`config.mk`:
```
export PLATFORM = sky130hd
export DESIGN_NAME = hzd_unit
export DESIGN_NICKNAME = d
export VERILOG_FILES = /design/src/rtl/hzd_pkg.sv /design/src/rtl/hzd_reg_match.sv /design/src/rtl/hzd_fwd_pick.sv /design/src/rtl/hzd_ctrl_arb.sv /design/src/rtl/hzd_unit.sv
export SDC_FILE = /design/constraint.sdc
export NUM_CORES = 1
export LEC_CHECK = 0
export BUFFER_PORTS_ARGS = -buffer_cell sky130_fd_sc_hd__buf_4
export CAP_MARGIN = 20
export CORE_UTILIZATION = 30
export DETAILED_ROUTE_END_ITERATION = 12
export SYNTH_ARGS = -nofsm -noshare
export SYNTH_HDL_FRONTEND = slang
export SYNTH_HIERARCHICAL = 1
export SYNTH_SLANG_ARGS = --single-unit
```
`constraint.sdc`:
```
create_clock -name vclk -period 3.5
set_clock_uncertainty 0.15 [all_clocks]
set_input_delay 0.35 -clock vclk [all_inputs]
set_output_delay 0.35 -clock vclk [all_outputs]
set_load 0.03 [all_outputs]
```
`src/rtl/hzd_pkg.sv`:
```
`timescale 1ns/1ps
package hzd_pkg;

   // operand source codes seen by the decode bypass mux
   localparam int FWD_W = 3;
   typedef enum logic [FWD_W-1:0] {
      FWD_RF     = 3'd0,
      FWD_E_ALU  = 3'd1,
      FWD_M_LOAD = 3'd2,
      FWD_M_ALU  = 3'd3,
      FWD_W_LOAD = 3'd4,
      FWD_W_ALU  = 3'd5
   } fwd_sel_e;

   // producer slots in priority order (youngest first)
   localparam int NSLOT     = 6;
   localparam int SL_E_ALU  = 0;
   localparam int SL_E_LOAD = 1;
   localparam int SL_M_LOAD = 2;
   localparam int SL_M_ALU  = 3;
   localparam int SL_W_LOAD = 4;
   localparam int SL_W_ALU  = 5;

   // pipeline register indices
   localparam int NSTAGE = 5;
   localparam int ST_F = 0;
   localparam int ST_D = 1;
   localparam int ST_E = 2;
   localparam int ST_M = 3;
   localparam int ST_W = 4;

   typedef struct packed {
      logic stall;
      logic bubble;
   } stage_ctl_t;

endpackage

```
`src/rtl/hzd_reg_match.sv`:
```
`timescale 1ns/1ps
module hzd_reg_match #(
   parameter int               REG_W = 4,
   parameter logic [REG_W-1:0] NOREG = '1
) (
   input  logic [REG_W-1:0] src,
   input  logic [REG_W-1:0] dst,
   output logic             hit
);
   // the empty index never pairs with anything
   assign hit = (src != NOREG) && (src == dst);
endmodule

```
`src/rtl/hzd_fwd_pick.sv`:
```
`timescale 1ns/1ps
module hzd_fwd_pick
   import hzd_pkg::*;
#(
   parameter int               REG_W      = 4,
   parameter logic [REG_W-1:0] NOREG      = '1,
   parameter bit               FORWARD_EN = 1'b1
) (
   input  logic [REG_W-1:0]            src,
   input  logic [NSLOT-1:0][REG_W-1:0] dsts,
   output fwd_sel_e                    sel,
   output logic                        need_hold
);
   logic [NSLOT-1:0] hits;

   for (genvar s = 0; s < NSLOT; s++) begin : g_slot
      hzd_reg_match #(.REG_W(REG_W), .NOREG(NOREG)) u_match (
         .src (src),
         .dst (dsts[s]),
         .hit (hits[s])
      );
   end

   if (FORWARD_EN) begin : g_bypass
      // a value still in the memory access cannot be bypassed yet
      assign need_hold = hits[SL_E_LOAD];
      always_comb begin
         if      (hits[SL_E_ALU])  sel = FWD_E_ALU;
         else if (hits[SL_M_LOAD]) sel = FWD_M_LOAD;
         else if (hits[SL_M_ALU])  sel = FWD_M_ALU;
         else if (hits[SL_W_LOAD]) sel = FWD_W_LOAD;
         else if (hits[SL_W_ALU])  sel = FWD_W_ALU;
         else                      sel = FWD_RF;
      end
   end else begin : g_wait_wb
      // every in-flight producer must leave writeback first
      assign need_hold = |hits;
      assign sel       = FWD_RF;
   end
endmodule

```
`src/rtl/hzd_ctrl_arb.sv`:
```
`timescale 1ns/1ps
module hzd_ctrl_arb
   import hzd_pkg::*;
(
   input  logic                    data_hold,
   input  logic                    ret_pend,
   input  logic                    mispredict,
   output stage_ctl_t [NSTAGE-1:0] ctl
);
   always_comb begin
      for (int s = 0; s < NSTAGE; s++) ctl[s] = '0;
      if (mispredict) begin
         // younger slots are wrong path: squash, never hold
         ctl[ST_D].bubble = 1'b1;
         ctl[ST_E].bubble = 1'b1;
      end else if (data_hold) begin
         ctl[ST_F].stall  = 1'b1;
         ctl[ST_D].stall  = 1'b1;
         ctl[ST_E].bubble = 1'b1;
      end else if (ret_pend) begin
         ctl[ST_F].stall  = 1'b1;
         ctl[ST_D].bubble = 1'b1;
      end
   end
endmodule

```
`src/rtl/hzd_unit.sv`:
```
`timescale 1ns/1ps
module hzd_unit
   import hzd_pkg::*;
#(
   parameter int               REG_W      = 4,
   parameter logic [REG_W-1:0] NOREG      = '1,
   parameter bit               FORWARD_EN = 1'b1
) (
   input  logic             clk,
   input  logic             rst_n,
   input  logic [REG_W-1:0] d_src_a,
   input  logic [REG_W-1:0] d_src_b,
   input  logic             d_is_ret,
   input  logic [REG_W-1:0] e_dst_e,
   input  logic [REG_W-1:0] e_dst_m,
   input  logic             e_is_ret,
   input  logic             e_is_cbr,
   input  logic             e_taken,
   input  logic [REG_W-1:0] m_dst_e,
   input  logic [REG_W-1:0] m_dst_m,
   input  logic             m_is_ret,
   input  logic [REG_W-1:0] w_dst_e,
   input  logic [REG_W-1:0] w_dst_m,
   output logic             f_stall,
   output logic             d_stall,
   output logic             d_bubble,
   output logic             e_stall,
   output logic             e_bubble,
   output logic             m_stall,
   output logic             m_bubble,
   output logic             w_stall,
   output logic             w_bubble,
   output logic [FWD_W-1:0] fwd_a,
   output logic [FWD_W-1:0] fwd_b
);
   localparam int NOPND = 2;

   initial begin : p_param_chk
      assert (REG_W >= 2 && REG_W <= 8)
         else $error("hzd_unit: REG_W out of range");
   end

   logic [NSLOT-1:0][REG_W-1:0] dsts;
   logic [NOPND-1:0][REG_W-1:0] srcs;
   fwd_sel_e   [NOPND-1:0]      sels;
   logic       [NOPND-1:0]      holds;
   stage_ctl_t [NSTAGE-1:0]     ctl;
   logic ret_any, mispredict, data_hold;

   always_comb begin
      dsts[SL_E_ALU]  = e_dst_e;
      dsts[SL_E_LOAD] = e_dst_m;
      dsts[SL_M_LOAD] = m_dst_m;
      dsts[SL_M_ALU]  = m_dst_e;
      dsts[SL_W_LOAD] = w_dst_m;
      dsts[SL_W_ALU]  = w_dst_e;
   end
   assign srcs = {d_src_b, d_src_a};

   for (genvar o = 0; o < NOPND; o++) begin : g_opnd
      hzd_fwd_pick #(.REG_W(REG_W), .NOREG(NOREG), .FORWARD_EN(FORWARD_EN)) u_pick (
         .src       (srcs[o]),
         .dsts      (dsts),
         .sel       (sels[o]),
         .need_hold (holds[o])
      );
   end

   assign ret_any    = d_is_ret | e_is_ret | m_is_ret;
   assign mispredict = e_is_cbr & ~e_taken;
   assign data_hold  = |holds;

   hzd_ctrl_arb u_arb (
      .data_hold  (data_hold),
      .ret_pend   (ret_any),
      .mispredict (mispredict),
      .ctl        (ctl)
   );

   assign f_stall  = ctl[ST_F].stall;
   assign d_stall  = ctl[ST_D].stall;
   assign d_bubble = ctl[ST_D].bubble;
   assign e_stall  = ctl[ST_E].stall;
   assign e_bubble = ctl[ST_E].bubble;
   assign m_stall  = ctl[ST_M].stall;
   assign m_bubble = ctl[ST_M].bubble;
   assign w_stall  = ctl[ST_W].stall;
   assign w_bubble = ctl[ST_W].bubble;
   assign fwd_a    = sels[0];
   assign fwd_b    = sels[1];

   // ---------------- embedded checks ----------------
   a_r3_hold_shape: assert property (@(posedge clk) disable iff (!rst_n)
      d_stall |-> (f_stall && e_bubble && !d_bubble));

   a_r5_ret_gap: assert property (@(posedge clk) disable iff (!rst_n)
      (ret_any && !e_is_cbr && !d_stall) |-> (f_stall && d_bubble));

   a_r6_squash: assert property (@(posedge clk) disable iff (!rst_n)
      mispredict |-> (d_bubble && e_bubble && !f_stall && !d_stall));

   a_r9_noreg_a: assert property (@(posedge clk) disable iff (!rst_n)
      (d_src_a == NOREG) |-> (fwd_a == 3'd0));

   a_r9_noreg_b: assert property (@(posedge clk) disable iff (!rst_n)
      (d_src_b == NOREG && e_dst_m == NOREG && !ret_any && !mispredict
       && (d_src_a == NOREG)) |-> (!f_stall && !d_stall && fwd_b == 3'd0));

   if (FORWARD_EN) begin : g_chk_fwd
      a_r2_exec_first: assert property (@(posedge clk) disable iff (!rst_n)
         (d_src_a != NOREG && d_src_a == e_dst_e) |-> (fwd_a == 3'd1));
   end else begin : g_chk_nofwd
      a_r4_wait_wb: assert property (@(posedge clk) disable iff (!rst_n)
         (d_src_a != NOREG && d_src_a == w_dst_e && !mispredict) |-> d_stall);
   end
endmodule

```
==> out/summary.txt <==
post-layout util - 47.2%
layout cells sized above 1 - 37.7%
CP Max Fanout - 12
critical path class - input pin to primary output
CP arrival - 1.85 ns
largest net degree at the start of global routing - 13
final setup fails - 0
num ports - 54
Syn Inst Count - 113
hold crit path type - input pin to primary output
global routing's busiest layer - met2
worst slack, placed - 1.13 ns
post-route ant nets - 0
post_cts resized - 0
post-DP HPWL - 1.97 mm
leakage power total - 0.532 nW
first drt pass iteration count - 3
Crit path required time - 3.00 ns
Max Slew Vio Count - 0
Layout Nets - 200
Final Critical Period - 2.35 ns
# rows - 18
routed vias - 953
post-cts hold buffer count - 0
min-delay src - e_taken
run status - finished clean
gpl congestion - 0.776
RSZ-0062 raised after global routing - false
critical path capture point type - primary output
setup bufs post-CTS - 0
Starting Density - 33.0%
GR Overflow Total - 0
# diodes - 0
average wire per standard cell - 12.6 µm
global-route wire length before repair - 4.08 mm
Die Y - 55.4 µm
GR met2 Demand/Resource - 31.0%
P per Cell Area - 146 nW/µm²
initial antenna violation count - 0
MaxCap Viol Count - 0
vias in the first global route - 935
post-route setup slack - 1.15 ns
Core Area - 2590 µm²
GRT met3 Usage - 1.64%
total routed wirelength - 2.39 mm
Mapped Area - 855 µm²
final hold viol count - 0
layout sequential cell count - 0
measured slew at the worst slew-check pin - 0.511 ns
Die ar. - 3070 µm²
syn avg cell area - 7.56 µm²
crit path launch - d_src_b[2]
number of remaining DRC errors - 0
Tcrit/Tclk final - 67.0%
Max Freq - 0.426 GHz
Slew HR - 65.8%
Vias per Instance - 5.04
setup TNS - 0 ns
port buffer count - 47
Syn-to-layout area delta - 43.0%
Max VDD drop - 0.0858 mV
Syn. warnings - 6
met1 Use GR - 18.9%
layout clock buffer count - 0
GRT Total Usage - 15.6%
Worst setup SP type - input pin
DIE WIDTH - 55.4 µm
register area - 0 µm²
DR iter-0 viols - 10
==> worst paths after layout <==
| check | endpoint | slack (ns) | cells past startpoint |
|---|---|---|---|
| setup / recovery | fwd_b[0] | 1.15 | 6 |
| hold / removal | d_stall | 0.94 | 4 |
==> metal layers <==
layer | vias to the layer above | wire length (µm)
met5 | - | 0
met4 | 0 | 0
met3 | 0 | 162
met2 | 39 | 1230
met1 | 424 | 995
li1 | 490 | -
==> cell type report <==
| cell class | instances | area, µm² |
|---|---|---|
| Timing Repair Buffer | 47 | 353 |
| Multi-Input combinational cell | 109 | 821 |
| Fill cell | 279 | 1370 |
| Tap cell | 30 | 37.5 |
| Inverter | 3 | 11.3 |
==> cells in the final DEF (no fill, tap or decap) <==
master,count
a2111oi_2,12
nor4_1,2
inv_1,3
nor2_1,9
a211o_1,2
or2_2,1
or2_1,13
conb_1,5
a21o_1,1
or3_1,1
buf_4,47
nor3b_1,2
nor2b_1,1
nand3_1,24
xor2_1,36
==> stage by stage <==
step                      hold slack [ns]  std cells  total power [mW]  area [µm²]
after global routing                0.964        189             0.193        1220
after detailed placement            0.948        189             0.180        1220
after CTS                           0.948        189             0.180        1220
after global placement              0.944        189             0.176        1220
final                               0.944        189             0.178        1220
after floorplan                     0.844        117             0.102         870
==> power by group <==
part,internal [mW],switching (mW)
sequential,0,0
combinational,0.0763,0.102
clock,0,0
==> critical path, cell delays in order <==
cell       delay, ns
buf_4           0.15
or2_1           0.22
a2111oi_2       0.55
nor3b_1         0.10
a211o_1         0.30
buf_4           0.17
Power figures use the tool's default switching activity.
